==> src/rtl/ecc_rpt_pkg.sv <==
package ecc_rpt_pkg;
  localparam int NUM_CAT = 4;
  localparam int DATA_W  = 32;

  // category bit positions shared by enable and status
  localparam int CAT_RAM_COR = 0;
  localparam int CAT_FLS_COR = 1;
  localparam int CAT_RAM_UNC = 2;
  localparam int CAT_FLS_UNC = 3;

  typedef enum logic [1:0] {
    OFS_ENABLE = 2'd0,
    OFS_STATUS = 2'd1,
    OFS_ADDR   = 2'd2,
    OFS_ATTR   = 2'd3
  } reg_ofs_e;

  // fixed priority: RAM unc > flash unc > RAM cor > flash cor
  function automatic logic [NUM_CAT-1:0] pick_winner(input logic [NUM_CAT-1:0] req);
    logic [NUM_CAT-1:0] w;
    w = '0;
    if (req[CAT_RAM_UNC])      w[CAT_RAM_UNC] = 1'b1;
    else if (req[CAT_FLS_UNC]) w[CAT_FLS_UNC] = 1'b1;
    else if (req[CAT_RAM_COR]) w[CAT_RAM_COR] = 1'b1;
    else if (req[CAT_FLS_COR]) w[CAT_FLS_COR] = 1'b1;
    return w;
  endfunction
endpackage

==> src/rtl/ecc_rst_sync.sv <==
module ecc_rst_sync #(
  parameter int STAGES = 2
) (
  input  logic clk,
  input  logic rst_n,
  output logic rst_sync_n
);
  logic [STAGES-1:0] sync_q;

  always_ff @(posedge clk or negedge rst_n) begin
    if (!rst_n) sync_q <= '0;
    else        sync_q <= {sync_q[STAGES-2:0], 1'b1};
  end

  assign rst_sync_n = sync_q[STAGES-1];
endmodule

==> src/rtl/ecc_evt_arbiter.sv <==
module ecc_evt_arbiter
  import ecc_rpt_pkg::*;
#(
  parameter int ADDR_W = 32,
  parameter int ATTR_W = 8
) (
  input  logic [NUM_CAT-1:0] req,
  input  logic [ADDR_W-1:0]  ram_addr,
  input  logic [ATTR_W-1:0]  ram_attr,
  input  logic [ADDR_W-1:0]  fls_addr,
  input  logic [ATTR_W-1:0]  fls_attr,
  output logic               win_valid,
  output logic [NUM_CAT-1:0] win_onehot,
  output logic [ADDR_W-1:0]  win_addr,
  output logic [ATTR_W-1:0]  win_attr
);
  logic from_ram;

  always_comb begin
    win_onehot = pick_winner(req);
    win_valid  = |req;
    from_ram   = win_onehot[CAT_RAM_COR] | win_onehot[CAT_RAM_UNC];
    win_addr   = from_ram ? ram_addr : fls_addr;
    win_attr   = from_ram ? ram_attr : fls_attr;
  end
endmodule

==> src/rtl/ecc_evt_status.sv <==
module ecc_evt_status
  import ecc_rpt_pkg::*;
#(
  parameter int ADDR_W = 32,
  parameter int ATTR_W = 8
) (
  input  logic               clk,
  input  logic               rst_n,
  input  logic               win_valid,
  input  logic [NUM_CAT-1:0] win_onehot,
  input  logic [ADDR_W-1:0]  win_addr,
  input  logic [ATTR_W-1:0]  win_attr,
  input  logic               clr_en,
  input  logic [NUM_CAT-1:0] clr_mask,
  output logic [NUM_CAT-1:0] flags,
  output logic [ADDR_W-1:0]  cap_addr,
  output logic [ATTR_W-1:0]  cap_attr
);
  logic [NUM_CAT-1:0] flags_d;
  logic               flags_ce;
  logic               cap_ce;

  // a new event replaces everything; a clear alone only drops bits
  always_comb begin
    cap_ce   = win_valid;
    flags_ce = win_valid | clr_en;
    if (win_valid) flags_d = win_onehot;
    else           flags_d = flags & ~clr_mask;
  end

  always_ff @(posedge clk or negedge rst_n) begin
    if (!rst_n)        flags <= '0;
    else if (flags_ce) flags <= flags_d;
  end

  always_ff @(posedge clk or negedge rst_n) begin
    if (!rst_n) begin
      cap_addr <= '0;
      cap_attr <= '0;
    end else if (cap_ce) begin
      cap_addr <= win_addr;
      cap_attr <= win_attr;
    end
  end
endmodule

==> src/rtl/ecc_irq_combine.sv <==
module ecc_irq_combine
  import ecc_rpt_pkg::*;
(
  input  logic [NUM_CAT-1:0] flags,
  input  logic [NUM_CAT-1:0] en,
  output logic               irq_single,
  output logic               irq_ram_unc,
  output logic               irq_fls_unc,
  output logic               irq_unc,
  output logic               irq_any
);
  logic [NUM_CAT-1:0] live;

  always_comb begin
    live        = flags & en;
    irq_single  = live[CAT_RAM_COR] | live[CAT_FLS_COR];
    irq_ram_unc = live[CAT_RAM_UNC];
    irq_fls_unc = live[CAT_FLS_UNC];
    irq_unc     = irq_ram_unc | irq_fls_unc;
    irq_any     = irq_single | irq_unc;
  end
endmodule

==> src/rtl/ecc_evt_reporter.sv <==
module ecc_evt_reporter
  import ecc_rpt_pkg::*;
#(
  parameter int ADDR_W = 32,
  parameter int ATTR_W = 8
) (
  input  logic              clk,
  input  logic              rst_n,
  input  logic              reg_wr,
  input  logic [1:0]        reg_addr,
  input  logic [DATA_W-1:0] reg_wdata,
  output logic [DATA_W-1:0] reg_rdata,
  input  logic              ram_cor_evt,
  input  logic              ram_unc_evt,
  input  logic [ADDR_W-1:0] ram_evt_addr,
  input  logic [ATTR_W-1:0] ram_evt_attr,
  input  logic              fls_cor_evt,
  input  logic              fls_unc_evt,
  input  logic [ADDR_W-1:0] fls_evt_addr,
  input  logic [ATTR_W-1:0] fls_evt_attr,
  output logic              irq_single,
  output logic              irq_ram_unc,
  output logic              irq_fls_unc,
  output logic              irq_unc,
  output logic              irq_any
);
  localparam int PAD_CAT  = DATA_W - NUM_CAT;
  localparam int PAD_ADDR = DATA_W - ADDR_W;
  localparam int PAD_ATTR = DATA_W - ATTR_W;

  logic               rst_sync_n;
  logic [NUM_CAT-1:0] en_q;
  logic [NUM_CAT-1:0] en_d;
  logic               en_ce;
  logic [NUM_CAT-1:0] evt_raw;
  logic [NUM_CAT-1:0] evt_req;
  logic               clr_en;
  logic               win_valid;
  logic [NUM_CAT-1:0] win_onehot;
  logic [ADDR_W-1:0]  win_addr;
  logic [ATTR_W-1:0]  win_attr;
  logic [NUM_CAT-1:0] flags;
  logic [ADDR_W-1:0]  cap_addr;
  logic [ATTR_W-1:0]  cap_attr;

  ecc_rst_sync #(.STAGES(2)) u_rst (
    .clk(clk), .rst_n(rst_n), .rst_sync_n(rst_sync_n)
  );

  always_comb begin
    evt_raw = '0;
    evt_raw[CAT_RAM_COR] = ram_cor_evt;
    evt_raw[CAT_FLS_COR] = fls_cor_evt;
    evt_raw[CAT_RAM_UNC] = ram_unc_evt;
    evt_raw[CAT_FLS_UNC] = fls_unc_evt;
    evt_req = evt_raw & en_q;
    en_ce   = reg_wr && (reg_addr == OFS_ENABLE);
    en_d    = reg_wdata[NUM_CAT-1:0];
    clr_en  = reg_wr && (reg_addr == OFS_STATUS);
  end

  always_ff @(posedge clk or negedge rst_sync_n) begin
    if (!rst_sync_n) en_q <= '0;
    else if (en_ce)  en_q <= en_d;
  end

  ecc_evt_arbiter #(.ADDR_W(ADDR_W), .ATTR_W(ATTR_W)) u_arb (
    .req(evt_req),
    .ram_addr(ram_evt_addr), .ram_attr(ram_evt_attr),
    .fls_addr(fls_evt_addr), .fls_attr(fls_evt_attr),
    .win_valid(win_valid), .win_onehot(win_onehot),
    .win_addr(win_addr), .win_attr(win_attr)
  );

  ecc_evt_status #(.ADDR_W(ADDR_W), .ATTR_W(ATTR_W)) u_stat (
    .clk(clk), .rst_n(rst_sync_n),
    .win_valid(win_valid), .win_onehot(win_onehot),
    .win_addr(win_addr), .win_attr(win_attr),
    .clr_en(clr_en), .clr_mask(reg_wdata[NUM_CAT-1:0]),
    .flags(flags), .cap_addr(cap_addr), .cap_attr(cap_attr)
  );

  ecc_irq_combine u_irq (
    .flags(flags), .en(en_q),
    .irq_single(irq_single), .irq_ram_unc(irq_ram_unc),
    .irq_fls_unc(irq_fls_unc), .irq_unc(irq_unc), .irq_any(irq_any)
  );

  always_comb begin
    unique case (reg_addr)
      OFS_ENABLE: reg_rdata = {{PAD_CAT{1'b0}}, en_q};
      OFS_STATUS: reg_rdata = {{PAD_CAT{1'b0}}, flags};
      OFS_ADDR:   reg_rdata = {{PAD_ADDR{1'b0}}, cap_addr};
      default:    reg_rdata = {{PAD_ATTR{1'b0}}, cap_attr};
    endcase
  end
endmodule

==> config.mk <==
export PLATFORM = sky130hd
export DESIGN_NAME = ecc_evt_reporter
export DESIGN_NICKNAME = d
export VERILOG_FILES = /design/src/rtl/ecc_rpt_pkg.sv /design/src/rtl/ecc_rst_sync.sv /design/src/rtl/ecc_evt_arbiter.sv /design/src/rtl/ecc_evt_status.sv /design/src/rtl/ecc_irq_combine.sv /design/src/rtl/ecc_evt_reporter.sv
export SDC_FILE = /design/constraint.sdc
export NUM_CORES = 1
export LEC_CHECK = 0
export BUFFER_PORTS_ARGS = -buffer_cell sky130_fd_sc_hd__buf_2
export CORE_AREA = 10 10 99 101
export DETAILED_ROUTE_END_ITERATION = 7
export DIE_AREA = 0 0 109 111
export PLACE_DENSITY = 0.74
export REMOVE_ABC_BUFFERS = 1
export SETUP_SLACK_MARGIN = 0.05
export SLEW_MARGIN = 30
export SYNTH_ARGS = -nofsm -noshare
export SYNTH_HDL_FRONTEND = slang
export SYNTH_SLANG_ARGS = --single-unit
==> constraint.sdc <==
create_clock -name clk -period 1.8 [get_ports clk]
set_clock_uncertainty 0.05 [all_clocks]
set_input_delay 0.36 -clock clk [delete_from_list [all_inputs] [get_ports clk]]
set_output_delay 0.36 -clock clk [all_outputs]
set_load 0.005 [all_outputs]
==> flow_summary.toml, run 1 <==
[outcome]
violations = "negative setup slack"
run_status = "finished with violations"

[floorplan]
core-area_um2 = 7970
die_w_um = 109
rows = 33
die_y_um = 111
start_util = 0.333
die-area_um2 = 12100
io_pins = 158

[drt]
routedWlPerCell_um = 15.1
ant_nets = 0
drtPass1Iterations = 4
drt_iter0_drc = 76
drc_errors = 0
via_per_inst = 4.77
wl_mm = 8.20
dr_total_vias = 2584

[timing]
setup_violations = 3
final_max_slew_viol_count = 0
rsz0062_at_grt = "yes"
fin_tns_setup_ns = -0.135
hold_viol = 0
fmax_ghz = 0.534
finalCritPeriodShare = 1.04
fin_ws_ns = -0.0735
post-route-min-period_ns = 1.87

[finish]
layout.nets = 557
nFillCells = 778
stdcell_count = 542
drive_gt1_frac = 0.407
area_growth_pct = 36.9
antenna_cells = 0

[synth]
synth_edf_count = 0
synth_top_area_frac = 0.472
synth_area_leaders = "dfrtp_1 47%, nand2_1 12%, a31oi_1 9.4%"
yosysWarningCount = 0
synth_top_area_cell = "dfrtp_1"
ys_seq_elements = 50
ys_seq_area_frac = 0.472
synth.cell_area_um2 = 2650
ys_top_cells_by_count = "88 x nand2_1, 50 x dfrtp_1, 40 x a31oi_1, 40 x nor2_1, 25 x and2_1"
yosys.cell_count.top_type = "nand2_1"
ys.flop_type = "dfrtp_1"
avgSynthCellArea_um2 = 8.87
synth_cell_types = 29
syn_inst = 299
synthArstFlopShare = 1.00

[global_route]
grtUsageTotal = 0.132
grt-ovfl-total = 0
grt_pass1_vias = 2688
antenna_found_initial = 1
grt_pass1_wl_mm = 13.2
grt_max_degree = 54

[power_and_ir_drop]
vdd_drop_max_mv = 0.360
p_leak_nw = 1.83
p_per_area_nw_per_um2 = 1020
power_mw = 3.71

[hold_path]
hold_path_class = "register to async pin"

[setup_path]
critPathKind = "register to output port"
critPathArrivalTime_ns = 1.46
critPathMaxFanout = 4
critical_path.startpoint_type = "register"
crit_path_end_kind = "output port"
worstPathRequired_ns = 1.39

[placement]
routabilityCongestion = 0.823
port_buffers = 129
dp_hpwl_mm = 6.24
place_inst = 523

[cts]
cts.path.max_buffers = 2
cts_buffers = 5
htreeDepth = 2
cts_tree = "done"
clk_pin_slew_ns = 0.10
clock_sinks = 50
root_buffer = "clkbuf_8"
clock_latency_ns = 0.30

[flow_run]
cap_viol_max_count = 0
layer usage:
metal / vias up / track usage / part of all wire
met5: - / 0 / 0.00085
met1: 1199 / 0.155 / 0.40
li1: 1282 / - / -
met4: 2 / 0.0281 / 0.010
met2: 92 / 0.221 / 0.50
met3: 9 / 0.0517 / 0.089
final cells by class:
| type | instances | area [um^2] | share of cell area |
|---|---|---|---|
| Sequential cell | 50 | 1250 | 0.345 |
| Clock buffer | 5 | 68.8 | 0.0189 |
| Timing Repair Buffer | 151 | 865 | 0.238 |
| Multi-Input combinational cell | 228 | 1270 | 0.351 |
| Tap cell | 105 | 131 | 0.0362 |
| Clock inverter | 3 | 40.0 | 0.0110 |
critical path, cell delays in order (launching register included):
cell     delay (ns)
dfrtp_2        0.44
and2_1         0.20
or3_1          0.38
buf_2          0.14
per-stage QoR:
| stage | hold WS [ns] | instance area, um^2 | worst slack, ns | utilization |
|---|---|---|---|---|
| 6_report | 0.209 | 3630 | -0.0735 | 0.456 |
| 5_1_grt | 0.236 | 3630 | -0.131 | 0.456 |
| 4_1_cts | 0.227 | 3570 | -0.0652 | 0.448 |
| 3_5_place_dp | 0.0966 | 3400 | -0.0999 | 0.426 |
| 3_3_place_gp | 0.0955 | 3400 | -0.0361 | 0.426 |
| 2_1_floorplan | 0.0144 | 2510 | -0.326 | - |
where the power goes:
group	leakage, nW	internal (mW)	switching [mW]
clock network	0.0579	0.410	0.389
registers	0.574	1.45	0.173
logic	1.20	0.641	0.650
total	1.83	2.50	1.21
state kept, by name, indices dropped and copies added, names as in the netlist:
signal	flops
u_stat.flags	4
u_stat.cap_attr	8
u_stat.cap_addr	32
en_q	4
u_rst.sync_q	2
final timing paths:
path                                            from                         endpoint  slack, ns  depth (start not counted)
max                              en_q[2]$_DFFE_PN0P_                          irq_any      -0.07                          3
min                        u_rst.sync_q[1]$_DFF_PN0_  u_stat.cap_addr[21]$_DFFE_PN0P_       0.21                          1
max reg2reg                      en_q[0]$_DFFE_PN0P_  u_stat.cap_addr[22]$_DFFE_PN0P_       0.14                          6
min reg2reg                u_rst.sync_q[1]$_DFF_PN0_  u_stat.cap_addr[21]$_DFFE_PN0P_       0.21                          1
max in group asynchronous  u_rst.sync_q[1]$_DFF_PN0_              en_q[2]$_DFFE_PN0P_       1.22                          1
min in group clk                     ram_evt_attr[0]   u_stat.cap_attr[0]$_DFFE_PN0P_       0.24                          3
logic make-up after synthesis:
| kind of cell | after synthesis | synth area share |
|---|---|---|
| flops | 50 | 0.472 |
| simple gates | 165 | 0.274 |
| compound gates | 50 | 0.133 |
| mux | 12 | 0.0675 |
| other cells | 1 | 0.00141 |
| buf+inv | 21 | 0.0533 |
what timing repair did:
item,in CTS,in global routing
hold buffers,1,0
hold endpoints to repair,2,0
pin swaps,2,2
buffers inserted,3,7
resized for setup,9,2
endpoints found under the setup margin,17,22
layout by cell type (no fill, tap or decap), types with 2 or more instances in the layout:
| cell type | n |
|---|---|
| a21oi_1 | 2 |
| a31oi_1 | 40 |
| and2_1 | 25 |
| buf_12 | 2 |
| buf_2 | 126 |
| buf_4 | 17 |
| buf_6 | 5 |
| clkbuf_8 | 5 |
| clkinv_2 | 2 |
| dfrtp_1 | 48 |
| dfrtp_2 | 2 |
| mux2_2 | 4 |
| mux2i_1 | 4 |
| mux4_2 | 4 |
| nand2_1 | 88 |
| nor2_1 | 40 |
| nor2b_1 | 5 |
(Power assumes the default switching activity.)
==> inputs of run 2 (changes only) <==
--- a/config.mk
+++ b/config.mk
@@ -5,11 +5,13 @@
 export SDC_FILE = /design/constraint.sdc
 export NUM_CORES = 1
 export LEC_CHECK = 0
-export BUFFER_PORTS_ARGS = -buffer_cell sky130_fd_sc_hd__buf_2
 export CORE_AREA = 10 10 99 101
+export CTS_BUF_LIST = sky130_fd_sc_hd__clkbuf_2
+export CTS_CLUSTER_DIAMETER = 200
 export DETAILED_ROUTE_END_ITERATION = 7
 export DIE_AREA = 0 0 109 111
-export PLACE_DENSITY = 0.74
+export DONT_BUFFER_PORTS = 1
+export PLACE_DENSITY = 0.57
 export REMOVE_ABC_BUFFERS = 1
 export SETUP_SLACK_MARGIN = 0.05
 export SLEW_MARGIN = 30
==> flow_summary.toml, run 2 (synthesis results as in run 1) <==
[outcome]
violations = "negative setup slack"
run_status = "finished with violations"

[setup_path]
critPathMaxFanout = 4
worstPathRequired_ns = 1.39
critPathArrivalTime_ns = 1.57
cpMaxStageDelayCell = "dfrtp_1"
critPathKind = "register to output port"
max_stage_delay_ns = 0.46
critical_path.startpoint_type = "register"
crit_chain = "buf_6 -> a22o_4 -> or3_4"
path_buf_inv = 1
crit_family = "flip-flops"
crit_path_end_kind = "output port"

[timing]
hold_viol = 0
fmax_ghz = 0.504
fin_tns_setup_ns = -0.460
slew_headroom = 0.625
hold-worst-slack_ns = 0.0850
fin_ws_ns = -0.185
max_slew.worst_pin.slew_ns = 0.562
post-route-min-period_ns = 1.98
rsz0062_at_grt = "yes"
setup_violations = 6
final_max_slew_viol_count = 0
finalCritPeriodShare = 1.10

[finish]
layout.nets = 514
largest_reg_flops = 32
area_growth_pct = 48.9
layout_commonest_cell = "dlygate4sd3_1"
nFillCells = 711
mostFrequentLayoutCells = "89 x dlygate4sd3_1, 88 x nand2_1, 48 x dfrtp_1"
postLayoutCoreUtil = 0.496
design_area_um2 = 3950
reg_top3 = "u_stat.cap_addr (32), u_stat.cap_attr (8)"
drive_gt1_frac = 0.145
antenna_cells = 0
regMostFlops = "u_stat.cap_addr"

[global_route]
grt-ovfl-total = 0
grtUsageTotal = 0.144
grt_pass1_wl_mm = 14.2
grt_max_degree = 47
grt_pass1_vias = 2756
antenna_found_initial = 0

[drt]
routedWlPerCell_um = 18.8
drtPass1Iterations = 4
drc_errors = 0
dr_total_vias = 2564
ant_nets = 0
wl_mm = 9.39
drt_iter0_drc = 127
via_per_inst = 5.14

[power_and_ir_drop]
power.share.clock = 0.170
swShare = 0.345
p_per_area_nw_per_um2 = 924
power_mw = 3.65
p_leak_nw = 1.67
combPwrFrac = 0.381
power_frac_seq = 0.449
p_sw_mw = 1.26
vdd_drop_max_mv = 0.336
p_int_mw = 2.39

[placement]
post_dp_cell_area_um2 = 2740
routabilityCongestion = 0.775
dp_hpwl_mm = 5.45
port_buffers = 0

[cts]
clk_pin_slew_ns = 0.28
cts.path.max_buffers = 2
cts_buffers = 5
clock_sinks = 50
cts_tree = "done"
root_buffer = "clkbuf_2"
clock_latency_ns = 0.43
htreeDepth = 2

[floorplan]
die-area_um2 = 12100
die_y_um = 111
die_w_um = 109
rows = 33
core-area_um2 = 7970
start_util = 0.333
io_pins = 158

[hold_path]
hold_path_class = "primary input to async pin"

[flow_run]
cap_viol_max_count = 0
==> run 2: changes by cell type in the layout (fill, tap and decap cells not counted), sizes merged <==
cell,previous run,this run
clkbuf,5,10
dlygate4sd3,1,89
buf,150,15
clkinv,2,0
clkinvlp,0,1
==> run 2: final timing paths <==
check,from,end,slack [ns],cells after the start
worst max register to register,en_q[3]$_DFFE_PN0P_,u_stat.cap_addr[9]$_DFFE_PN0P_,0.06,7
worst max-delay path,en_q[0]$_DFFE_PN0P_,irq_any,-0.18,3
worst min-delay path,rst_n,u_rst.sync_q[1]$_DFF_PN0_,0.09,1
min in group clk,reg_wdata[3],u_stat.flags[3]$_DFFE_PN0P_,0.09,2
worst min register to register,u_rst.sync_q[1]$_DFF_PN0_,u_stat.cap_addr[4]$_DFFE_PN0P_,0.21,0
max in group asynchronous,u_rst.sync_q[1]$_DFF_PN0_,u_stat.cap_addr[21]$_DFFE_PN0P_,0.95,1
==> run 2: per-stage QoR <==
step	worst slack, ns	cells
3_5_place_dp	-0.00343	391
3_3_place_gp	0.0598	391
6_report	-0.185	499
2_1_floorplan	-0.326	278
4_1_cts	-0.224	492
5_1_grt	-0.286	499
==> run 2: final cells by class <==
cell class              count  area, um^2  share of cell area
multi-input cells         228        1340               0.338
flip-flops and latches     50        1250               0.317
repair buffers            108        1160               0.294
well taps                 105         131              0.0333
clock inverters             2        37.5             0.00950
clock buffers               6        30.0             0.00760
==> run 2: routing by layer <==
metal | wire (um) | part of all wire | track usage
met1 | 3540 | 0.38 | 0.151
met2 | 4850 | 0.52 | 0.253
met3 | 821 | 0.087 | 0.0541
met4 | 180 | 0.019 | 0.0528
met5 | 0 | 0 | 0
==> run 2: repair_timing <==
| item | 4_1_cts | 5_1_grt |
|---|---|---|
| setup buffers | 4 | 4 |
| pin swaps | 0 | 6 |
| endpoints found under the hold margin | 50 | 0 |
| endpoints found under the setup margin | 46 | 27 |
| resized for setup | 8 | 15 |
| gates cloned | 0 | 4 |
| hold buffers | 89 | 0 |
==> run 2: power by group through the flow <==
stage | logic (mW) | clock network [mW] | registers (mW)
3_3_place_gp | 0.960 | 0 | 1.63
2_1_floorplan | 0.704 | 0 | 1.61
5_1_grt | 1.54 | 0.687 | 1.68
6_report | 1.39 | 0.619 | 1.64
3_5_place_dp | 0.975 | 0 | 1.65
4_1_cts | 1.19 | 0.648 | 1.62
==> inputs of run 3 (changes only) <==
--- a/config.mk
+++ b/config.mk
@@ -11,6 +11,7 @@
 export DETAILED_ROUTE_END_ITERATION = 7
 export DIE_AREA = 0 0 109 111
 export DONT_BUFFER_PORTS = 1
+export MAX_ROUTING_LAYER = met4
 export PLACE_DENSITY = 0.57
 export REMOVE_ABC_BUFFERS = 1
 export SETUP_SLACK_MARGIN = 0.05
==> flow_summary.toml, run 3 (synthesis results as in run 1) <==
[finish]
layout_commonest_cell = "dlygate4sd3_1"
drive_gt1_frac = 0.145
regMostFlops = "u_stat.cap_addr"
area_growth_pct = 49.0
design_area_um2 = 3950
mostFrequentLayoutCells = "89 x dlygate4sd3_1, 88 x nand2_1, 48 x dfrtp_1"
postLayoutCoreUtil = 0.496
layout.nets = 514
reg_top3 = "u_stat.cap_addr (32), u_stat.cap_attr (8)"
stdcell_count = 500
largest_reg_flops = 32

[floorplan]
die_w_um = 109
start_util = 0.333
core-area_um2 = 7970
io_pins = 158
die-area_um2 = 12100
die_y_um = 111
rows = 33

[timing]
setup_violations = 6
max_slew.worst_pin.slew_ns = 0.555
finalCritPeriodShare = 1.10
fin_ws_ns = -0.187
post-route-min-period_ns = 1.99
hold_viol = 0
hold-worst-slack_ns = 0.0787
slew_headroom = 0.630
fmax_ghz = 0.503
final_max_slew_viol_count = 0
rsz0062_at_grt = "yes"
fin_tns_setup_ns = -0.474

[power_and_ir_drop]
p_leak_nw = 1.67
p_per_area_nw_per_um2 = 925
vdd_drop_max_mv = 0.336
power_mw = 3.66

[placement]
dp_hpwl_mm = 5.45
post_dp_cell_area_um2 = 2740
port_buffers = 0
place_inst = 391
routabilityCongestion = 0.785
pre_cts_slack_ns = -0.00343

[cts]
clock_latency_ns = 0.43
htreeDepth = 2
root_buffer = "clkbuf_2"
cts.path.max_buffers = 2
cts_tree = "done"
clk_pin_slew_ns = 0.28
clock_sinks = 50
cts_buffers = 5

[drt]
drt_iter0_drc = 125
routedWlPerCell_um = 18.9
dr_total_vias = 2570
ant_nets = 0
wl_mm = 9.45
via_per_inst = 5.14
drtPass1Iterations = 6
drc_errors = 0

[setup_path]
path_buf_inv = 1
crit_cells = 3
worstPathRequired_ns = 1.39
crit_start = "en_q[0]$_DFFE_PN0P_"
critPathKind = "register to output port"
cpMaxStageDelayCell = "dfrtp_1"
critical_path.startpoint_type = "register"
critPathArrivalTime_ns = 1.58
crit_family = "flip-flops"
critPathMaxFanout = 4
rr_startpoint = "en_q[3]$_DFFE_PN0P_"
crit_path_end_kind = "output port"
max_stage_delay_ns = 0.46
crit_chain = "buf_6 -> a22o_4 -> or3_4"
r2r_cells = 7

[global_route]
grtUsageTotal = 0.148
grt-ovfl-total = 0
grt_pass1_wl_mm = 14.1
antenna_found_initial = 0
grt_max_degree = 47
grt_pass1_vias = 2767

[outcome]
violations = "negative setup slack"
run_status = "finished with violations"

[flow_run]
cap_viol_max_count = 0

[hold_path]
hold_path_class = "primary input to async pin"
-- run 3: repair_timing --
item / in CTS / in global routing
cloned: 0 / 4
buffers inserted: 4 / 4
hold endpoints to repair: 50 / 0
pin swaps: 0 / 6
setup endpoints to repair: 46 / 27
hold buffers: 89 / 0
gates resized for setup: 8 / 15
-- run 3: routing by layer --
layer / global-route usage / up-vias / wire length (um)
li1: - / 1195 / -
met3: 0.0436 / 14 / 699
met2: 0.253 / 106 / 4940
met4: 0.0528 / 0 / 138
met1: 0.158 / 1255 / 3670
met5: - / - / 0
-- run 3: cell type report --
type / count / area, um^2
multi-input combinational: 228 / 1340
fill: 712 / 4020
sequential: 50 / 1250
tap: 105 / 131
clock inverter: 2 / 37.5
timing repair buffer: 108 / 1160
clock buffer: 6 / 30.0
antenna: 1 / 2.50
-- run 3: report_power, final --
group / leakage, nW / internal [mW] / switching [mW]
registers: 0.574 / 1.44 / 0.197
clock network: 0.0392 / 0.240 / 0.382
logic: 1.06 / 0.709 / 0.684
-- run 3: path summary, 6_finish.rpt --
path / endpoint / slack (ns)
setup / recovery: irq_any / -0.19
hold / removal: u_rst.sync_q[1]$_DFF_PN0_ / 0.08
setup reg to reg: u_stat.cap_addr[9]$_DFFE_PN0P_ / 0.06
hold reg to reg: u_stat.cap_attr[4]$_DFFE_PN0P_ / 0.20
max in group asynchronous: u_stat.cap_addr[21]$_DFFE_PN0P_ / 0.96
min in group clk: u_stat.flags[3]$_DFFE_PN0P_ / 0.09
